--- config.mk ---
export PLATFORM = sky130hd
export DESIGN_NAME = sgmii_recovery_seq
export DESIGN_NICKNAME = d
export VERILOG_FILES = /design/src/rtl/srs_pkg.sv /design/src/rtl/srs_timer.sv /design/src/rtl/srs_release.sv /design/src/rtl/srs_retry.sv /design/src/rtl/sgmii_recovery_seq.sv
export SDC_FILE = /design/constraint.sdc
export NUM_CORES = 1
export LEC_CHECK = 0
export BUFFER_PORTS_ARGS = -buffer_cell sky130_fd_sc_hd__clkbuf_2
export CORE_ASPECT_RATIO = 2
export CORE_UTILIZATION = 45
export CTS_BUF_LIST = sky130_fd_sc_hd__clkbuf_2 sky130_fd_sc_hd__clkbuf_4 sky130_fd_sc_hd__clkbuf_8
export DETAILED_ROUTE_END_ITERATION = 12
export RECOVER_POWER = 25
export SLEW_MARGIN = 15
export SYNTH_ARGS = -nofsm -noshare
export SYNTH_HDL_FRONTEND = slang
export SYNTH_SLANG_ARGS = --single-unit
--- constraint.sdc ---
create_clock -name clk -period 6.1 [get_ports clk]
set_input_delay 0.915 -clock clk [delete_from_list [all_inputs] [get_ports clk]]
set_output_delay 0.915 -clock clk [all_outputs]
set_load 0.01 [all_outputs]
--- src/rtl/srs_pkg.sv ---
package srs_pkg;

   localparam int SRS_DOMAINS = 5;

   typedef enum logic [2:0] {
      SRS_IDLE,
      SRS_CHECK,
      SRS_HOLD,
      SRS_REL,
      SRS_AN_SET,
      SRS_AN_WAIT,
      SRS_FIN
   } srs_state_e;

   // Release order of the active-low domain bits; the order is behaviour.
   function automatic int unsigned dom_at_step(input int unsigned step);
      case (step)
         0:       return 4;
         1:       return 2;
         2:       return 3;
         3:       return 0;
         default: return 1;
      endcase
   endfunction

   function automatic int unsigned max3(input int unsigned a, b, c);
      int unsigned m;
      m = (a > b) ? a : b;
      return (m > c) ? m : c;
   endfunction

endpackage

--- src/rtl/srs_timer.sv ---
module srs_timer #(
   parameter int TW = 8
) (
   input  logic          clk,
   input  logic          rst,
   input  logic          load_i,
   input  logic [TW-1:0] load_val_i,
   output logic          expire_o
);
   logic [TW-1:0] cnt_q;

   always_ff @(posedge clk) begin
      if (rst)
         cnt_q <= '0;
      else if (load_i)
         cnt_q <= load_val_i;
      else if (cnt_q != '0)
         cnt_q <= cnt_q - 1'b1;
   end

   assign expire_o = (cnt_q == '0);

   AST_TMR_NO_WRAP: assert property (@(posedge clk) disable iff (rst)
      (!load_i && cnt_q == '0) |=> cnt_q == '0);
endmodule

--- src/rtl/srs_release.sv ---
module srs_release #(
   parameter int NUM_DOM = 5,
   parameter int SW      = 3
) (
   input  logic               clk,
   input  logic               rst,
   input  logic               clear_i,
   input  logic               fire_i,
   input  logic [SW-1:0]      step_i,
   output logic [NUM_DOM-1:0] rst_n_o
);
   if (NUM_DOM != srs_pkg::SRS_DOMAINS) begin : g_bad_dom
      $error("srs_release: NUM_DOM must equal the fixed domain count");
   end

   for (genvar d = 0; d < NUM_DOM; d++) begin : g_dom
      logic sel;
      assign sel = fire_i && (srs_pkg::dom_at_step(32'(step_i)) == d);
      always_ff @(posedge clk) begin
         if (rst || clear_i)
            rst_n_o[d] <= 1'b0;
         else if (sel)
            rst_n_o[d] <= 1'b1;
      end
   end

   AST_ONE_RELEASE: assert property (@(posedge clk) disable iff (rst)
      !clear_i |=> $countones(rst_n_o & ~$past(rst_n_o)) <= 1);
endmodule

--- src/rtl/srs_retry.sv ---
module srs_retry #(
   parameter int MAX_TRY = 10
) (
   input  logic clk,
   input  logic rst,
   input  logic clr_i,
   input  logic inc_i,
   output logic at_cap_o
);
   localparam int CW = (MAX_TRY < 1) ? 1 : $clog2(MAX_TRY + 1);

   if (MAX_TRY < 0) begin : g_bad_cap
      $error("srs_retry: MAX_TRY must not be negative");
   end

   logic [CW-1:0] tries_q;

   always_ff @(posedge clk) begin
      if (rst || clr_i)
         tries_q <= '0;
      else if (inc_i)
         tries_q <= tries_q + 1'b1;
   end

   assign at_cap_o = (32'(tries_q) >= MAX_TRY);

   AST_TRY_CAP: assert property (@(posedge clk) disable iff (rst)
      32'(tries_q) <= MAX_TRY);
endmodule

--- src/rtl/sgmii_recovery_seq.sv ---
module sgmii_recovery_seq #(
   parameter int         CYC_PER_US  = 125,
   parameter int         SETTLE_US   = 10,
   parameter int         AN_RESET_US = 100,
   parameter int         AN_WAIT_US  = 10000,
   parameter int         MAX_TRY     = 10,
   parameter int         NUM_DOM     = 5,
   parameter int         DBG_W       = 4,
   parameter logic [3:0] GOOD_CODE   = 4'hF
) (
   input  logic               clk,
   input  logic               rst,
   input  logic               trig_i,
   input  logic               fix_en_i,
   input  logic               an_able_i,
   input  logic [DBG_W-1:0]   link_dbg_i,
   output logic [NUM_DOM-1:0] rst_n_o,
   output logic               an_phy_rst_o,
   output logic               an_ena_o,
   output logic               busy_o,
   output logic               done_o,
   output logic               ok_o,
   output logic               exhausted_o
);
   import srs_pkg::*;

   localparam int D_SETTLE = SETTLE_US * CYC_PER_US;
   localparam int D_ANRST  = AN_RESET_US * CYC_PER_US;
   localparam int D_ANWAIT = AN_WAIT_US * CYC_PER_US;
   localparam int D_MAX    = int'(max3(D_SETTLE, D_ANRST, D_ANWAIT));
   localparam int TW       = $clog2(D_MAX + 1);
   localparam int SW       = $clog2(NUM_DOM);
   localparam logic [SW-1:0] LAST_STEP = SW'(NUM_DOM - 1);

   if (CYC_PER_US < 1 || SETTLE_US < 1 || AN_RESET_US < 1 || AN_WAIT_US < 1) begin : g_bad_time
      $error("sgmii_recovery_seq: every interval must be at least one cycle");
   end
   if (DBG_W != 4) begin : g_bad_dbg
      $error("sgmii_recovery_seq: the debug status is a nibble");
   end

   srs_state_e    state_q, state_d;
   logic [SW-1:0] step_q, fire_step;
   logic          tmr_load, tmr_exp;
   logic [TW-1:0] tmr_val;
   logic          vec_clear, vec_fire;
   logic          try_clr, try_inc, at_cap;
   logic          set_an, drop_prst, start, fin_ok, fin_exh;
   logic          link_good;

   assign link_good = (link_dbg_i == GOOD_CODE);

   srs_timer #(.TW(TW)) u_timer (
      .clk       (clk),
      .rst       (rst),
      .load_i    (tmr_load),
      .load_val_i(tmr_val),
      .expire_o  (tmr_exp)
   );

   srs_release #(.NUM_DOM(NUM_DOM), .SW(SW)) u_release (
      .clk    (clk),
      .rst    (rst),
      .clear_i(vec_clear),
      .fire_i (vec_fire),
      .step_i (fire_step),
      .rst_n_o(rst_n_o)
   );

   srs_retry #(.MAX_TRY(MAX_TRY)) u_retry (
      .clk     (clk),
      .rst     (rst),
      .clr_i   (try_clr),
      .inc_i   (try_inc),
      .at_cap_o(at_cap)
   );

   always_comb begin
      state_d   = state_q;
      tmr_load  = 1'b0;
      tmr_val   = '0;
      vec_clear = 1'b0;
      vec_fire  = 1'b0;
      fire_step = step_q;
      try_clr   = 1'b0;
      try_inc   = 1'b0;
      set_an    = 1'b0;
      drop_prst = 1'b0;
      start     = 1'b0;
      fin_ok    = 1'b0;
      fin_exh   = 1'b0;
      unique case (state_q)
         SRS_IDLE: begin
            if (trig_i && fix_en_i) begin
               state_d = SRS_CHECK;
               start   = 1'b1;
            end
         end
         SRS_CHECK: begin
            if (!an_able_i) begin
               state_d = SRS_FIN;
            end else begin
               state_d   = SRS_HOLD;
               vec_clear = 1'b1;
               try_clr   = 1'b1;
               tmr_load  = 1'b1;
               tmr_val   = TW'(D_SETTLE - 1);
            end
         end
         SRS_HOLD: begin
            if (tmr_exp) begin
               state_d   = SRS_REL;
               vec_fire  = 1'b1;
               fire_step = '0;
               tmr_load  = 1'b1;
               tmr_val   = TW'(D_SETTLE - 1);
            end
         end
         SRS_REL: begin
            if (tmr_exp) begin
               if (step_q == LAST_STEP) begin
                  state_d  = SRS_AN_SET;
                  set_an   = 1'b1;
                  tmr_load = 1'b1;
                  tmr_val  = TW'(D_ANRST - 1);
               end else begin
                  vec_fire  = 1'b1;
                  fire_step = step_q + 1'b1;
                  tmr_load  = 1'b1;
                  tmr_val   = TW'(D_SETTLE - 1);
               end
            end
         end
         SRS_AN_SET: begin
            if (tmr_exp) begin
               state_d   = SRS_AN_WAIT;
               drop_prst = 1'b1;
               tmr_load  = 1'b1;
               tmr_val   = TW'(D_ANWAIT - 1);
            end
         end
         SRS_AN_WAIT: begin
            if (tmr_exp) begin
               if (at_cap) begin
                  state_d = SRS_FIN;
                  fin_exh = 1'b1;
               end else if (link_good) begin
                  state_d = SRS_FIN;
                  fin_ok  = 1'b1;
               end else begin
                  state_d  = SRS_AN_SET;
                  try_inc  = 1'b1;
                  set_an   = 1'b1;
                  tmr_load = 1'b1;
                  tmr_val  = TW'(D_ANRST - 1);
               end
            end
         end
         SRS_FIN: state_d = SRS_IDLE;
         default: state_d = SRS_IDLE;
      endcase
   end

   always_ff @(posedge clk) begin
      if (rst) begin
         state_q      <= SRS_IDLE;
         step_q       <= '0;
         an_phy_rst_o <= 1'b0;
         an_ena_o     <= 1'b0;
         ok_o         <= 1'b0;
         exhausted_o  <= 1'b0;
      end else begin
         state_q <= state_d;
         if (vec_fire)
            step_q <= fire_step;
         if (set_an) begin
            an_phy_rst_o <= 1'b1;
            an_ena_o     <= 1'b1;
         end else if (drop_prst) begin
            an_phy_rst_o <= 1'b0;
         end
         if (start) begin
            ok_o        <= 1'b0;
            exhausted_o <= 1'b0;
         end else if (fin_ok) begin
            ok_o <= 1'b1;
         end else if (fin_exh) begin
            exhausted_o <= 1'b1;
         end
      end
   end

   assign busy_o = (state_q != SRS_IDLE);
   assign done_o = (state_q == SRS_FIN);

   AST_START_NEEDS_EN: assert property (@(posedge clk) disable iff (rst)
      $rose(busy_o) |-> $past(trig_i && fix_en_i));
   AST_HOLD_ZERO: assert property (@(posedge clk) disable iff (rst)
      (state_q == SRS_HOLD) |-> (rst_n_o == '0));
   AST_REL_ORDER: assert property (@(posedge clk) disable iff (rst)
      (!rst_n_o[2] || rst_n_o[4]) && (!rst_n_o[3] || rst_n_o[2]) &&
      (!rst_n_o[0] || rst_n_o[3]) && (!rst_n_o[1] || rst_n_o[0]));
   AST_PRST_WITH_ENA: assert property (@(posedge clk) disable iff (rst)
      an_phy_rst_o |-> an_ena_o);
   AST_PRST_AFTER_REL: assert property (@(posedge clk) disable iff (rst)
      an_phy_rst_o |-> (&rst_n_o));
   AST_OK_NEEDS_GOOD: assert property (@(posedge clk) disable iff (rst)
      $rose(ok_o) |-> ($past(link_dbg_i) == GOOD_CODE));
   AST_OK_EXH_EXCL: assert property (@(posedge clk) disable iff (rst)
      !(ok_o && exhausted_o));
   AST_DONE_ONE: assert property (@(posedge clk) disable iff (rst)
      done_o |=> !done_o);
endmodule

# Word level (Yosys, flattened, before mapping)
# Index checks and enable logic that the tools add are counted.
[word_totals]
input_bits = 9
regBits = 40
out_inout_bits = 11
wordCells = 110
[op_classes]
n_addsub = 3
n_mux = 52
reduce_logical = 19
order_cmp = 1
n_eq_ne = 21
bitwise = 1
[ops]
columns = ["cell", "count"]
rows = [
  ["$pmux W21 S5", 1],
  ["$mux W14", 5],
  ["$mux W21", 3],
  ["$logic_not A32 Y1", 1],
  ["$mux W3", 10],
  ["$mux W1", 23],
  ["$mux W11", 2],
  ["$logic_not A21 Y1", 1],
  ["$reduce_bool A21 Y1", 1],
  ["$sub A21 B1 Y21 const B", 1],
  ["$eq A3 B2 Y1 const B", 6],
  ["$pmux W3 S6", 1],
  ["$eq A3 B3 Y1 const B", 5],
  ["$ne A2 B2 Y1 const B", 6],
  ["$pmux W3 S4", 1],
  ["$eq A3 B1 Y1 const B", 3],
  ["$logic_and A1 B1 Y1", 6],
  ["$logic_not A3 Y1", 2],
  ["$pmux W3 S2", 1],
  ["$reduce_and A6 Y1", 1],
  ["$add A4 B1 Y4 const B", 1],
  ["$eq A4 B4 Y1 const B", 1],
  ["$ge A4 B4 Y1 const B", 1],
  ["$mux W2", 2],
  ["10 further kinds", 12],
]

# Longest topological paths before layout
[logic_depth]
depth_word = 8
mapped_depth = 8
ltp_nobuf = 7

# Hierarchy
# From an unflattened synthesis, not the netlist that was laid out.
[hier_totals]
hier_cells = 281
hier_area_um2 = 2376.0
[modules_own_cells]
columns = ["module", "n_inst", "seq_area_each_um2", "area_each_um2", "cells_each"]
rows = [
  ["srs_timer", 1, 420.4, 1157.4, 140],
  ["sgmii_recovery_seq", 1, 200.2, 824.5, 106],
  ["srs_retry", 1, 80.1, 200.2, 19],
  ["srs_release", 1, 100.1, 193.9, 16],
]

# Worst setup path before layout
# No wires, ideal clock.
[synth_timing]
path_kind = "input-to-reg"
start = "input an_able_i"
end = "register u_timer.cnt_q[1]"
required_ns = 6.042
n_path_buf = 0
setup_time_ns = 0.058
slack_ns = 3.877
stages = 4
arrival_time_ns = 2.165
path_cell_list = "nor3b_1 -> a211oi_1 -> nor4_1 -> o21a_1"
[synth_via]
elab_chain_len = 3
word_cells_on_any_way = 4
cone_classes = "mux: 3; reduce/logical: 1"
[synth_rtl]
columns = ["element", "line", "rtl"]
rows = [
  ["from (decl)", "sgmii_recovery_seq.sv:15", "input logic an_able_i,"],
  ["$mux W1 (*)", "sgmii_recovery_seq.sv:100", "if (!an_able_i) begin"],
  ["$pmux W1 S3 (*)", "sgmii_recovery_seq.sv:92", "unique case (state_q)"],
  ["$mux W21 / $reduce_bool A2 Y1 (equally long branches)", "n/a", ""],
  ["to (signal assigned)", "srs_timer.sv:16", "cnt_q <= load_val_i;"],
  ["to (signal assigned)", "srs_timer.sv:18", "cnt_q <= cnt_q - 1'b1;"],
  ["to (decl)", "srs_timer.sv:10", "logic [TW-1:0] cnt_q;"],
]
# Every way passes the cells marked *; elsewhere a longest branch is shown, timed or not.
# A chain may end at the register's enable or synchronous reset.

# Worst setup path in the final report
[layout_timing]
start = "register state_q[2]"
end = "register u_timer.cnt_q[14]"
[layout_via]
elab_chain_len = 4
word_cells_on_any_way = 10
cone_classes = "eq/ne: 5; mux: 3; reduce/logical: 2"
[layout_rtl]
columns = ["element", "line", "rtl"]
rows = [
  ["from (decl)", "sgmii_recovery_seq.sv:42", "srs_state_e state_q, state_d;"],
  ["from (signal assigned)", "sgmii_recovery_seq.sv:173", "state_q <= state_d;"],
  ["$eq A3 B3 Y1 / $eq A3 B2 Y1 (equally long branches)", "sgmii_recovery_seq.sv:92", ""],
  ["$reduce_or A3 Y1 (no line)", "n/a", ""],
  ["$pmux W1 S3", "sgmii_recovery_seq.sv:92", ""],
  ["$mux W21 / $reduce_bool A2 Y1 (equally long branches)", "n/a", ""],
]
# Parallel ways exist; a longest one is shown, timed or not.

==> results.sh <==
export IMPL_setup_viol=0
export IMPL_grt_pass1_wl_um=10500
export IMPL_synth_area_mux_share_pct=0.471
export IMPL_critPathKind="flop to flop"
export IMPL_io_pins=20
export IMPL_status="finished clean"
export IMPL_path_buf_inv=0
export IMPL_ys_types=58
export IMPL_r2r_cells=5
export IMPL_cts_buffers=5
export IMPL_n_fill_cell=534
export IMPL_yosysTopAreaCell="dfxtp_1"
export IMPL_syn_nets=300
export IMPL_hp_start="u_release.rst_n_o[1]$_SDFFE_PP0P_"
export IMPL_layout_common_cells="40 x dfxtp_1, 24 x nor2_1, 19 x nand2_1"
export IMPL_dp_hpwl_um=4970
export IMPL_worst_path_max_delay_cell="a211oi_2"
export IMPL_clk_path_buf_depth=2
export IMPL_dp_slack_ns=3.40
export IMPL_grt_busiest_layer="met2"
export IMPL_synth_top_cell_area_share_pct=33.5
export IMPL_min_period_over_period_pct=45.2
export IMPL_synth_warnings=0
export IMPL_cp_data_required_time_ns=6.29
export IMPL_fmax_ghz=0.362
export IMPL_ff_latch_area_um2=801
export IMPL_dr_pass1_iters=4
export IMPL_core_um2=5140
export IMPL_worst_path_max_fanout=15
export IMPL_crit_arrival_ns=2.95
export IMPL_hold_path_class="flop to flop"
export IMPL_fin_util_pct=51.3
export IMPL_grt_max_degree=19
export IMPL_root_buffer="clkbuf_8"
export IMPL_crit_family="simple AND/OR/NAND/NOR gates"
export IMPL_drv_slew=0
export IMPL_diodes=0
export IMPL_yosysSeqAreaShare_pct=33.5
export IMPL_fin_worst_skew_ns=0.00851
export IMPL_layout_drive_gt1_share_pct=10.9
export IMPL_synth_adder_area_share_pct=4.19
export IMPL_synth_seq_cells=40
export IMPL_synth_cells=283
export IMPL_max_cap_viol_count=0
export IMPL_cp_cell_sequence="nor2b_1, nand3_1, a211oi_2, nand2b_1, nor2_1"
export IMPL_use_met1_pct=24.8
export IMPL_finalNetCount=318
export IMPL_final_hold_viol_count=0
export IMPL_wl_per_cell_um=18.1
export IMPL_antenna_found_initial=0
export IMPL_synthFlopType="dfxtp_1"
export IMPL_r2r_start="state_q[2]$_SDFFE_PP0P_"
export IMPL_synth_top_family_by_area="compound AO/OA/AOI/OAI gates"
export IMPL_drcViolationCount=0
export IMPL_die_area_um2=5620
export IMPL_synth_compound_area_share_pct=27.1
export IMPL_tritoncts="yes"
export IMPL_synth_xor_area_share_pct=5.86
export IMPL_cts_max_level=2
export IMPL_powerDensity_nw_per_um2=550
export IMPL_max_stage_delay_ns=0.85
export IMPL_syn_area_per_cell_um2=8.44
export IMPL_max_vdd_ir_drop_mv=0.411
export IMPL_drtAntennaViolNets=0
export IMPL_netlist_area_um2=2390
export IMPL_synthArstFlopShare_pct=0
export IMPL_reg2reg_slack_ns=3.34
export IMPL_grt_pass1_vias=2322
export IMPL_finalHoldWorstSlack_ns=0.452
export IMPL_multi_input_area_um2=1520
export IMPL_rows=37
export IMPL_num_vias=2261
export IMPL_met2_usage_pct=46.3
export IMPL_rsz0062_at_grt="false"
export IMPL_grt_ovfl_total=0
export IMPL_grt_usage_pct=26.1
export IMPL_postCtsSetupBuffers=0
export IMPL_cts_hold_buf=0
export IMPL_drt_total_wl_um=6530
export IMPL_die_w_um=53.5
export IMPL_fin_setup_tns_ns=0
export IMPL_hold_end="u_release.rst_n_o[1]$_SDFFE_PP0P_"
export IMPL_cts_sinks=40
export IMPL_clock_latency_ns=0.31
export IMPL_start_util_pct=46.5
export IMPL_end_kind="flop"
export IMPL_critPathLaunchType="flop"
export IMPL_worstMarginPinSlew_ns=0.961
export IMPL_setup_slack_ns=3.34
export IMPL_relSlewSlack_pct=35.8
export IMPL_synth_edf_count=0
export IMPL_path_clk_slew_ns=0.08
export IMPL_hold_depth=2
export IMPL_leakage_nw=0.953
export IMPL_power_total_mw=1.45
export IMPL_ys_top_cells_by_area="dfxtp_1 34%, ha_1 4.2%, nor2_1 3.8%"
export IMPL_place_gp_congestion=0.936
export IMPL_die_h_um=105
export IMPL_portBuffers=19
export IMPL_vias_per_cell=6.28
export IMPL_drt_initial_drc_count=71
export IMPL_period_needed_ns=2.76
export IMPL_synthSimpleGateAreaFrac_pct=25.9
export IMPL_syn_to_final_growth_pct=10.2
export IMPL_timing_rr_end="u_timer.cnt_q[14]$_SDFFE_PP0P_"
export IMPL_final_common_cell="dfxtp_1"
export IMPL_grt_use_met3_pct=4.51
export IMPL_cts_resized=0
==> worst reg2reg max path: stages (launching register included) <==
cell	delay, ns
dfxtp_1	0.61
nor2b_1	0.51
nand3_1	0.27
a211oi_2	0.85
nand2b_1	0.34
nor2_1	0.08
==> synthesized netlist by cell type (6+ instances only) <==
cell type and count:
a21oi_1 14, xnor2_1 9, nand3_1 10, clkbuf_1 6, dfxtp_1 40, nor3_1 12, o21ai_0 6, a211oi_1 8
inv_1 7, nor2_1 24, ha_1 8, o21ai_1 9, nand4_1 6, xor2_1 7, nand2_1 19, o21a_1 11
o31ai_1 8
==> how the worst max path moves through the flow <==
stage                                  startpoint                           endpoint  slack, ns  depth (start not counted)
floorplan                               an_able_i      u_timer.cnt_q[1]$_SDFFE_PP0P_       3.88                          4
global placement    u_timer.cnt_q[0]$_SDFFE_PP0P_  u_release.rst_n_o[0]$_SDFFE_PP0P_       3.42                          7
detailed placement                  link_dbg_i[3]      u_timer.cnt_q[8]$_SDFFE_PP0P_       3.40                          6
CTS                       state_q[2]$_SDFFE_PP0P_      u_timer.cnt_q[8]$_SDFFE_PP0P_       3.37                          5
global route              state_q[2]$_SDFFE_PP0P_      u_timer.cnt_q[6]$_SDFFE_PP0P_       3.13                          5
finish                    state_q[2]$_SDFFE_PP0P_     u_timer.cnt_q[14]$_SDFFE_PP0P_       3.34                          5
==> layout make-up <==
| class | count | share of cell area (%) |
|---|---|---|
| multi-input combinational | 225 | 57.9 |
| sequential | 40 | 30.4 |
| timing repair buffer | 20 | 3.47 |
| tap | 58 | 2.76 |
| clock buffer | 5 | 2.61 |
| clock inverter | 3 | 1.62 |
| inverter | 9 | 1.28 |
==> kinds of logic (layout without fill, tap and decap cells) <==
family,Yosys count,count (layout)
mux,1,1
simple gates,112,112
buf+inv,18,37
fa+ha+maj,8,8
flops,40,40
xor+xnor,16,16
compound gates,88,88
==> sequential cells by signal (all words and copies together), names as in the netlist <==
| register | count |
|---|---|
| u_timer.cnt_q | 21 |
| exhausted_o | 1 |
| step_q | 3 |
| an_ena_o | 1 |
| u_release.rst_n_o | 5 |
| u_retry.tries_q | 4 |
| ok_o | 1 |
| an_phy_rst_o | 1 |
| state_q | 3 |
==> metal layers <==
layer / routed length, µm / vias up
met5: 0 / -
met1: 2360 / 1065
met4: 376 / 0
met2: 3610 / 55
li1: - / 1114
met3: 179 / 27
==> stage by stage <==
| stage | cell area [µm²] | instances |
|---|---|---|
| 2_1_floorplan | 2390 | 283 |
| 3_3_place_gp | 2530 | 352 |
| 3_5_place_dp | 2530 | 352 |
| 4_1_cts | 2650 | 360 |
| 5_1_grt | 2630 | 360 |
| 6_report | 2630 | 360 |
==> power by group <==
part	switching [mW]	internal, mW	leakage (nW)
combinational	0.517	0.292	0.574
sequential	0.0987	0.324	0.326
clock	0.0972	0.121	0.0541
(Power assumes the default switching activity.)
